--- config.mk ---
export PLATFORM = sky130hd
export DESIGN_NAME = eth_test_gen
export DESIGN_NICKNAME = d
export VERILOG_FILES = /design/src/rtl/eth_test_gen.sv
export SDC_FILE = /design/constraint.sdc
export NUM_CORES = 1
export LEC_CHECK = 0
export BUFFER_PORTS_ARGS = -buffer_cell sky130_fd_sc_hd__buf_2
export CORE_MARGIN = 5
export CORE_UTILIZATION = 50
export DETAILED_ROUTE_END_ITERATION = 16
export PLACE_DENSITY = 0.71
export SLEW_MARGIN = 30
export SYNTH_ARGS = -nofsm -noshare
export SYNTH_HDL_FRONTEND = slang
export SYNTH_SLANG_ARGS = --single-unit
export TNS_END_PERCENT = 10
--- constraint.sdc ---
create_clock -name clk -period 7.4 [get_ports clk]
set_clock_uncertainty 0.15 [all_clocks]
set_input_delay 0.37 -clock clk [delete_from_list [all_inputs] [get_ports clk]]
set_output_delay 0.37 -clock clk [all_outputs]
set_load 0.01 [all_outputs]
--- src/rtl/eth_test_gen.sv ---
module eth_test_gen #(
  parameter int PRE_LEN  = 7,
  parameter int MIN_GAP  = 12,
  parameter int MAX_PAY  = 1500,
  parameter int MIN_BODY = 46,
  parameter int TYPE_MIN = 1536
) (
  input  logic        clk,
  input  logic        rst_n,
  input  logic        start,
  input  logic [47:0] cfg_dst,
  input  logic [47:0] cfg_src,
  input  logic [15:0] cfg_lentype,
  input  logic [10:0] cfg_pay_len,
  input  logic [1:0]  cfg_pattern,
  input  logic [15:0] cfg_frames,
  input  logic [7:0]  cfg_gap,
  input  logic        cfg_err_inj,
  output logic [7:0]  tx_data,
  output logic        tx_valid,
  output logic        tx_sof,
  output logic        tx_eof,
  output logic        busy
);
  localparam logic [10:0] PRE_LAST = 11'(PRE_LEN);
  localparam logic [10:0] PAY_MAX  = 11'(MAX_PAY);
  localparam logic [10:0] BODY_MIN = 11'(MIN_BODY);
  localparam logic [7:0]  GAP_MIN  = 8'(MIN_GAP);
  localparam logic [15:0] LT_TYPE  = 16'(TYPE_MIN);

  typedef enum logic [2:0] {S_IDLE, S_PRE, S_HDR, S_BODY, S_FCS, S_GAP} st_t;
  st_t st;

  logic [10:0]  cnt, r_len;
  logic [31:0]  crc;
  logic [6:0]   prbs;
  logic [15:0]  left, r_lt;
  logic [47:0]  r_dst, r_src;
  logic [1:0]   r_pat;
  logic [7:0]   r_gap;
  logic         r_err, r_cont;

  function automatic logic [31:0] crc_step(input logic [31:0] c, input logic [7:0] d);
    logic [31:0] x;
    x = c ^ {24'b0, d};
    for (int i = 0; i < 8; i++)
      x = x[0] ? ((x >> 1) ^ 32'hEDB88320) : (x >> 1);
    return x;
  endfunction

  wire [10:0]  len_eff  = (cfg_pay_len > PAY_MAX) ? PAY_MAX : cfg_pay_len;
  wire [10:0]  body_len = (r_len < BODY_MIN) ? BODY_MIN : r_len;
  wire [111:0] hdr_bits = {r_dst, r_src, r_lt};
  wire [111:0] hdr_sh   = hdr_bits >> {(4'd13 - cnt[3:0]), 3'b000};
  wire [31:0]  fcs      = ~crc;
  wire [31:0]  fcs_sh   = fcs >> {cnt[1:0], 3'b000};

  logic [7:0] pat_byte;
  always_comb begin
    case (r_pat)
      2'd0:    pat_byte = cnt[7:0];
      2'd1:    pat_byte = 8'h00;
      2'd2:    pat_byte = 8'hFF;
      default: pat_byte = {1'b0, prbs};
    endcase
  end

  always_comb begin
    case (st)
      S_PRE:   tx_data = (cnt == PRE_LAST) ? 8'hD5 : 8'h55;
      S_HDR:   tx_data = hdr_sh[7:0];
      S_BODY:  tx_data = (cnt < r_len) ? pat_byte : 8'h00;
      S_FCS:   tx_data = fcs_sh[7:0] ^ {7'b0, r_err && cnt[1:0] == 2'd3};
      default: tx_data = 8'h00;
    endcase
  end

  assign tx_valid = (st == S_PRE) || (st == S_HDR) || (st == S_BODY) || (st == S_FCS);
  assign tx_sof   = (st == S_PRE) && (cnt == 11'd0);
  assign tx_eof   = (st == S_FCS) && (cnt[1:0] == 2'd3);
  assign busy     = (st != S_IDLE);

  always_ff @(posedge clk or negedge rst_n) begin
    if (!rst_n) begin
      st <= S_IDLE; cnt <= '0; crc <= '1; prbs <= 7'h7F; left <= '0;
      r_dst <= '0; r_src <= '0; r_lt <= '0; r_len <= '0; r_pat <= '0;
      r_gap <= GAP_MIN; r_err <= 1'b0; r_cont <= 1'b0;
    end else begin
      case (st)
        S_IDLE: if (start) begin
          r_dst  <= cfg_dst;
          r_src  <= cfg_src;
          r_len  <= len_eff;
          r_lt   <= (cfg_lentype >= LT_TYPE) ? cfg_lentype : {5'b0, len_eff};
          r_pat  <= cfg_pattern;
          r_gap  <= (cfg_gap < GAP_MIN) ? GAP_MIN : cfg_gap;
          r_err  <= cfg_err_inj;
          r_cont <= (cfg_frames == 16'd0);
          left   <= cfg_frames;
          cnt    <= '0;
          st     <= S_PRE;
        end
        S_PRE: begin
          crc  <= '1;
          prbs <= 7'h7F;
          if (cnt == PRE_LAST) begin cnt <= '0; st <= S_HDR; end
          else cnt <= cnt + 11'd1;
        end
        S_HDR: begin
          crc <= crc_step(crc, tx_data);
          if (cnt == 11'd13) begin cnt <= '0; st <= S_BODY; end
          else cnt <= cnt + 11'd1;
        end
        S_BODY: begin
          crc <= crc_step(crc, tx_data);
          if (cnt < r_len) prbs <= {prbs[5:0], prbs[6] ^ prbs[5]};
          if (cnt == body_len - 11'd1) begin cnt <= '0; st <= S_FCS; end
          else cnt <= cnt + 11'd1;
        end
        S_FCS: begin
          if (cnt[1:0] == 2'd3) begin
            cnt <= '0;
            st  <= S_GAP;
            if (!r_cont) left <= left - 16'd1;
          end else cnt <= cnt + 11'd1;
        end
        S_GAP: begin
          if (cnt == {3'b0, r_gap} - 11'd1) begin
            cnt <= '0;
            st  <= (r_cont || left != 16'd0) ? S_PRE : S_IDLE;
          end else cnt <= cnt + 11'd1;
        end
        default: st <= S_IDLE;
      endcase
    end
  end


  sof_next_chk: assert property (@(posedge clk) disable iff (!rst_n)
    tx_sof |=> tx_valid && !tx_sof && tx_data == 8'h55);

  eof_valid_chk: assert property (@(posedge clk) disable iff (!rst_n)
    tx_eof |-> tx_valid && !tx_sof);

  gap_after_eof_chk: assert property (@(posedge clk) disable iff (!rst_n)
    tx_eof |=> !tx_valid && busy);

  idle_quiet_chk: assert property (@(posedge clk) disable iff (!rst_n)
    !busy |-> !tx_valid && !tx_sof && !tx_eof);

  cfg_hold_chk: assert property (@(posedge clk) disable iff (!rst_n)
    $past(busy) && busy |-> $stable(r_len) && $stable(r_dst) && $stable(r_pat));
endmodule

Yosys cells after proc, flatten, opt, wreduce, memory -nomap -nowiden
Cells that the tools add are included.

Register bits after elaboration: 204. Bits in latches: 0. Memory bits (writable): 0. ROM bits: 0. Input port bits: 153. Output and inout port bits: 12. Memories: 0.

Add/subtract/negate cells: 5. Multipliers: 0. Div/mod/pow operators: 0. Order comparisons: 5. Equal/unequal tests: 20. Shift-type cells: 2. Muxes and demuxes: 38. Bitwise logic cells: 12. Reductions and logical operators: 23.

Operator list (count): 32-bit 2-to-1 mux (8); 13-bit inverter with 14-bit output (8); 112-bit by 7-bit >> shifter with 8-bit output (1); 11-bit 2-to-1 mux (8); 11-bit case mux with 6 select lines (1); 16-bit 2-to-1 mux (4); 32-bit case mux with 2 select lines (1); 32-bit inverter (1); 16-bit case mux with 2 select lines (1); 8-bit case mux with 4 select lines (1); 32-bit by 5-bit >> shifter with 8-bit output (1); 32-bit by 8-bit bitwise XOR with 32-bit output (1); 8-bit 2-to-1 mux (3); 8-bit case mux with 3 select lines (1); 11-bit == test (2); 3-bit 2-to-1 mux (6); 3-bit case mux with 6 select lines (1); 16-bit by 11-bit greater-or-equal comparator with 1-bit output, second input constant (1); 16-bit zero test (1); 16-bit nonzero test (1); 16-bit by 1-bit subtractor with 16-bit output, second input constant (1); 7-bit case mux with 2 select lines (1); 11-bit by 1-bit adder with 11-bit output, second input constant (1); 11-bit by 3-bit == test with 1-bit output, second input constant (1); other kinds (31) (49).

Longest topological paths before layout
Depth after elaboration: 22. Depth in mapped cells: 15. Mapped depth without buffers: 13.

Least setup slack after synthesis
OpenSTA, ideal clock, no wires.

Path type: reg2reg. From: reg cnt[1]. To: reg crc[19]. Setup time: 0.073 ns. Arrival: 3.448 ns. Path slack: 3.729 ns. Stages on the path, launching flop included: 13. Buffers on the path: 2. Clock period less this slack: 3.671 ns. Cell sequence: dfrtp_1 > ha_1 > buf_4 > clkbuf_1 > mux4_2 > mux2i_1 > nor3_1 > a2111o_1 > xor2_2 > xnor2_1 > xor3_2 > xor2_1 > a21oi_1.

RTL lines: from (decl) (line 34) `logic [10:0] cnt, r_len;`; from (signal assigned) (line 107) `else cnt <= cnt + 11'd1;`; from (signal assigned) (line 112) `else cnt <= cnt + 11'd1;`; from (signal assigned) (line 118) `else cnt <= cnt + 11'd1;`; 4-bit subtractor (tied with other cells) (line 54) `wire [111:0] hdr_sh = hdr_bits >> {(4'd13 - cnt[3:0]), 3'b000};`; 112-bit by 7-bit >> shifter with 8-bit output (tied with other cells) (line 54); 8-bit case mux with 4 select lines * (line 69) `case (st)`; named net tx_data[3] (line 19) `output logic [7:0] tx_data,`; 32-bit by 8-bit bitwise XOR with 32-bit output * (line 45) `x = c ^ {24'b0, d};`; 32-bit 2-to-1 mux * (5 in a row) (line 47) `x = x[0] ? ((x >> 1) ^ 32'hEDB88320) : (x >> 1);`; 13-bit inverter with 14-bit output (no line); 32-bit 2-to-1 mux * (line 47); 13-bit inverter with 14-bit output (no line); 32-bit 2-to-1 mux * (line 47); 13-bit inverter with 14-bit output (no line); 32-bit 2-to-1 mux * (line 47); 32-bit case mux with 2 select lines * (line 89) `case (st)`; to (signal assigned) (line 110) `crc <= crc_step(crc, tx_data);`; to (signal assigned) (line 115) `crc <= crc_step(crc, tx_data);`; to (decl) (line 35) `logic [31:0] crc;`.

The timed path passes the listed nets; every way through them passes the cells marked *. A chain may end at the register's enable or synchronous reset.

Final worst setup path
From: reg r_len[8]. To: reg st[0].

Longest elaborated chain between the ends: 6.

Ends and longest elaborated chain: from (decl) (line 34); from (signal assigned) (line 93) `r_len <= len_eff;`; 11-bit by 6-bit less-than comparator with 1-bit output (line 52) `wire [10:0] body_len = (r_len < BODY_MIN) ? BODY_MIN : r_len;`; 11-bit 2-to-1 mux * (line 52); 11-bit by 1-bit subtractor with 11-bit output * (line 117) `if (cnt == body_len - 11'd1) begin cnt <= '0; st <= S_FCS; end`; 11-bit == test * (line 117); 2-bit by 1-bit != test with 1-bit output (no line) *; 6-bit AND reduction (no line) *; to (signal assigned) (line 130) `st <= (r_cont || left != 16'd0) ? S_PRE : S_IDLE;`; to (decl) (line 32) `st_t st;`.

Mark *: on every way between the ends. The rest lies on a longest branch, timed or not.

==> flow_summary_export.csv <==
group,metric,value,unit
outcome,status,"finished clean",
routing,drt_first_pass_iters,5,
critical_path,cp-endpoint,"st[0]",
critical_path,worstRegToRegCells,13,
finish,antenna_cells,0,
worst_hold_path,hold_start,"cfg_lentype[7]",
critical_path,worstPathRequired,7660,ps
clock_network,cts_setup_buffers,0,
global_routing,grt_pass1_wl,57.2,mm
clock_network,cts_resized,0,
die,rows,56,
critical_path,timing.rr.start,"r_len[8]",
global_routing,overflow,0,
finish,stdcell_area,15000,sq um
timing,finalCriticalPeriod,4600,ps
die,core_area,23400,sq um
worst_hold_path,hp-class,"input port to register",
pwr,p_clk_frac,0.201,
yosys,yosysWarnings,0,
die,ios,165,
critical_path,r2r_slack,2800,ps
yosys,ys_seq_elements,204,
yosys,post_synth.cell_area_avg,8.93,sq um
pwr,vdd_drop_max,0.000212,V
placement,place_hpwl,23.0,mm
routing,routed_wl,35.2,mm
placement,place_congestion,0.881,
routing,drt-initial-drc-count,1032,
clock_network,cts_tree,"done",
timing,layout_setup_ws,2800,ps
global_routing,antenna_found_initial,0,
clock_network,path_clk_slew,60,ps
pwr,power.total,6.77,mW
finish,drive_gt1_frac,0.196,
critical_path,endpoint_kind,"register",
timing,fmax,0.217,GHz
routing,viasPerCell,5.61,
critical_path,crit_start,"r_len[8]",
timing,setup_violations,0,
flow_run,cap_violations,0,
critical_path,cp-start-kind,"register",
critical_path,cp.arrival,4870,ps
routing,vias,10700,
die,die_h,164,microns
pwr,p_comb_frac,0.491,
global_routing,grt_max_degree,124,
pwr,power.density,452,nW/um^2
routing,final_antenna_net_count,0,
pwr,p_int,3.97,mW
placement,place_area,12800,sq um
timing,final.period_utilization,0.622,
yosys,synthesis.area,11800,sq um
yosys,yosysSeqAreaShare,0.436,
clock_network,clkLatencyLatePin,530,ps
critical_path,cp_max_fo,17,
clock_network,cts_buffer_depth,3,
yosys,syn-num-nets,1498,
placement,post-place-ws,2900,ps
global_routing,grt_pass1_vias,10900,
clock_network,h-tree-depth,1,
yosys,synth_edf_count,0,
pwr,switching_share,0.413,
pwr,seqPwrFrac,0.308,
die,die_w,164,microns
yosys,synth_cells,1326,
die,initial_core_util,0.506,
global_routing,grt.total_usage,0.264,
clock_network,clock-sinks,204,
timing,relSlewSlack,0.337,
yosys,synth_area_leader_cell,"dfrtp_1",
finish,num-nets-final,1747,
yosys,synthArstFlopShare,1.00,
timing,hold_violations,0,
timing,fin_setup_tns,0,ps
pwr,p_leak,6.92,nW
timing,worst_slew_pin_slew,970,ps
clock_network,cts_inserted_buffers,24,
timing,finalMaxSlewViolations,0,
yosys,yosys-top-cells-area,"dfrtp_1, nand2_1, dfstp_2",
routing,wire_per_inst,18.4,microns
critical_path,r2r-end,"st[0]",
yosys,synthFlopType,"dfrtp_1",
routing,drc,0,
clock_network,postCtsHoldBufs,124,
timing,grt_setup_unrepaired,"no",
placement,port_buffers,164,
yosys,yosysTopAreaCellShare,0.345,
die,die_area,26900,sq um
pwr,switching_power,2.80,mW
finish,fillerInstances,1887,
clock_network,cts_root_buf,"clkbuf_16",
finish,syn_to_final_growth,26.6,%
yosys,ys_types,75,
critical_path,crit_type,"register to register",
## flip-flops by register name, summed over array words and instances, names as in the netlist
register  count
r_dst        48
r_src        48
crc          32
left         16
r_lt         16
cnt          11
r_len        11
r_gap         8
prbs          7
st            3
r_pat         2
r_cont        1
r_err         1
## metrics by stage
step / std cells / utilization / hold WS, ps
finish: 1912 / 0.640 / 13.4
global route: 1912 / 0.640 / 14.0
CTS: 1911 / 0.639 / 0.752
detailed placement: 1743 / 0.547 / 305
global placement: 1743 / 0.547 / 304
floorplan: 1326 / - / -75.6
## per-layer routing
layer | track usage | vias to the layer above | wire length (microns)
li1 | - | 5040 | -
met1 | 0.349 | 5138 | 14600
met2 | 0.448 | 445 | 17100
met3 | 0.0437 | 98 | 2260
met4 | 0.0854 | 0 | 1280
met5 | 0 | - | 0
## synth_stat cells, types with 5 or more instances
master,count
ha_1,19
nor3_1,29
nand3b_1,6
mux4_2,26
and2_1,6
a21oi_1,101
nand3_1,16
nand2_1,408
nor2_1,85
a31oi_1,9
dfrtp_1,163
or3_1,8
buf_2,5
nand2b_1,9
inv_1,34
xor2_2,5
o21ai_0,65
nand4_1,11
mux2_2,6
dfstp_2,41
xnor2_1,57
o22ai_1,11
nor4_1,14
a211oi_1,7
mux2i_1,11
clkbuf_1,59
xor2_1,16
mux4_1,5
buf_6,5
## kinds of logic after synthesis
family	Yosys count	synth area share
compound gates	246	0.129
xor+xnor	88	0.0808
fa+ha+maj	19	0.0201
buf+inv	112	0.0427
flops	204	0.436
mux	49	0.0777
simple gates	608	0.214
## cells in the final DEF, fill, tap and decap left out, types with 7 or more instances in the layout
master	n
dlygate4sd3_1	124
a211oi_1	7
nand4_1	11
dfrtp_1	162
or3_1	8
xor2_1	16
inv_1	34
nand2b_1	9
bufinv_16	7
nor2_1	84
o22ai_1	11
nand2_1	406
xnor2_1	57
o21ai_0	63
dfstp_2	41
mux2i_1	11
mux4_2	26
buf_4	9
nor3_1	28
clkbuf_16	24
a21oi_1	101
a31oi_1	9
ha_1	19
buf_2	163
nor4_1	14
nand3_1	16
## worst max-delay path, stage by stage (launching register included)
cell       delay (ps)
dfrtp_1           450
nor4_1            580
nand2_1           190
a21o_1            220
nand2_1            80
ha_1              210
nor2b_1           310
nand2_1           110
xnor2_1           180
o2111ai_1         140
a2111oi_0         880
o21ai_2           370
nor2_1            270
mux2_2            350
## area by class of cell
class                      instances  area (sq um)  share of cell area
clock buffer                      32           651              0.0434
sequential                       204          5160               0.344
multi-input combinational       1010          6200               0.414
tap                              319           399              0.0266
clock inverter                    12           265              0.0177
inverter                          36           135             0.00902
timing repair buffer             299          2180               0.145
## power by group through the flow
stage | clock network, mW | registers [mW] | logic (mW)
after global placement | 0 | 2.08 | 3.17
after floorplan | 0 | 1.85 | 2.70
after CTS | 1.38 | 2.07 | 3.30
after detailed placement | 0 | 2.09 | 3.23
after global routing | 1.42 | 2.14 | 3.67
final | 1.36 | 2.09 | 3.33
## how the worst min path moves through the flow
stage	to	slack, ps	depth (start not counted)
2_1_floorplan	cnt[0]	-80	0
3_3_place_gp	r_src[39]	300	2
3_5_place_dp	r_src[47]	300	2
4_1_cts	r_len[9]	0.8	3
5_1_grt	r_len[9]	10	3
6_report	r_lt[7]	10	3
Note: power is estimated with default switching activity, not from simulation.
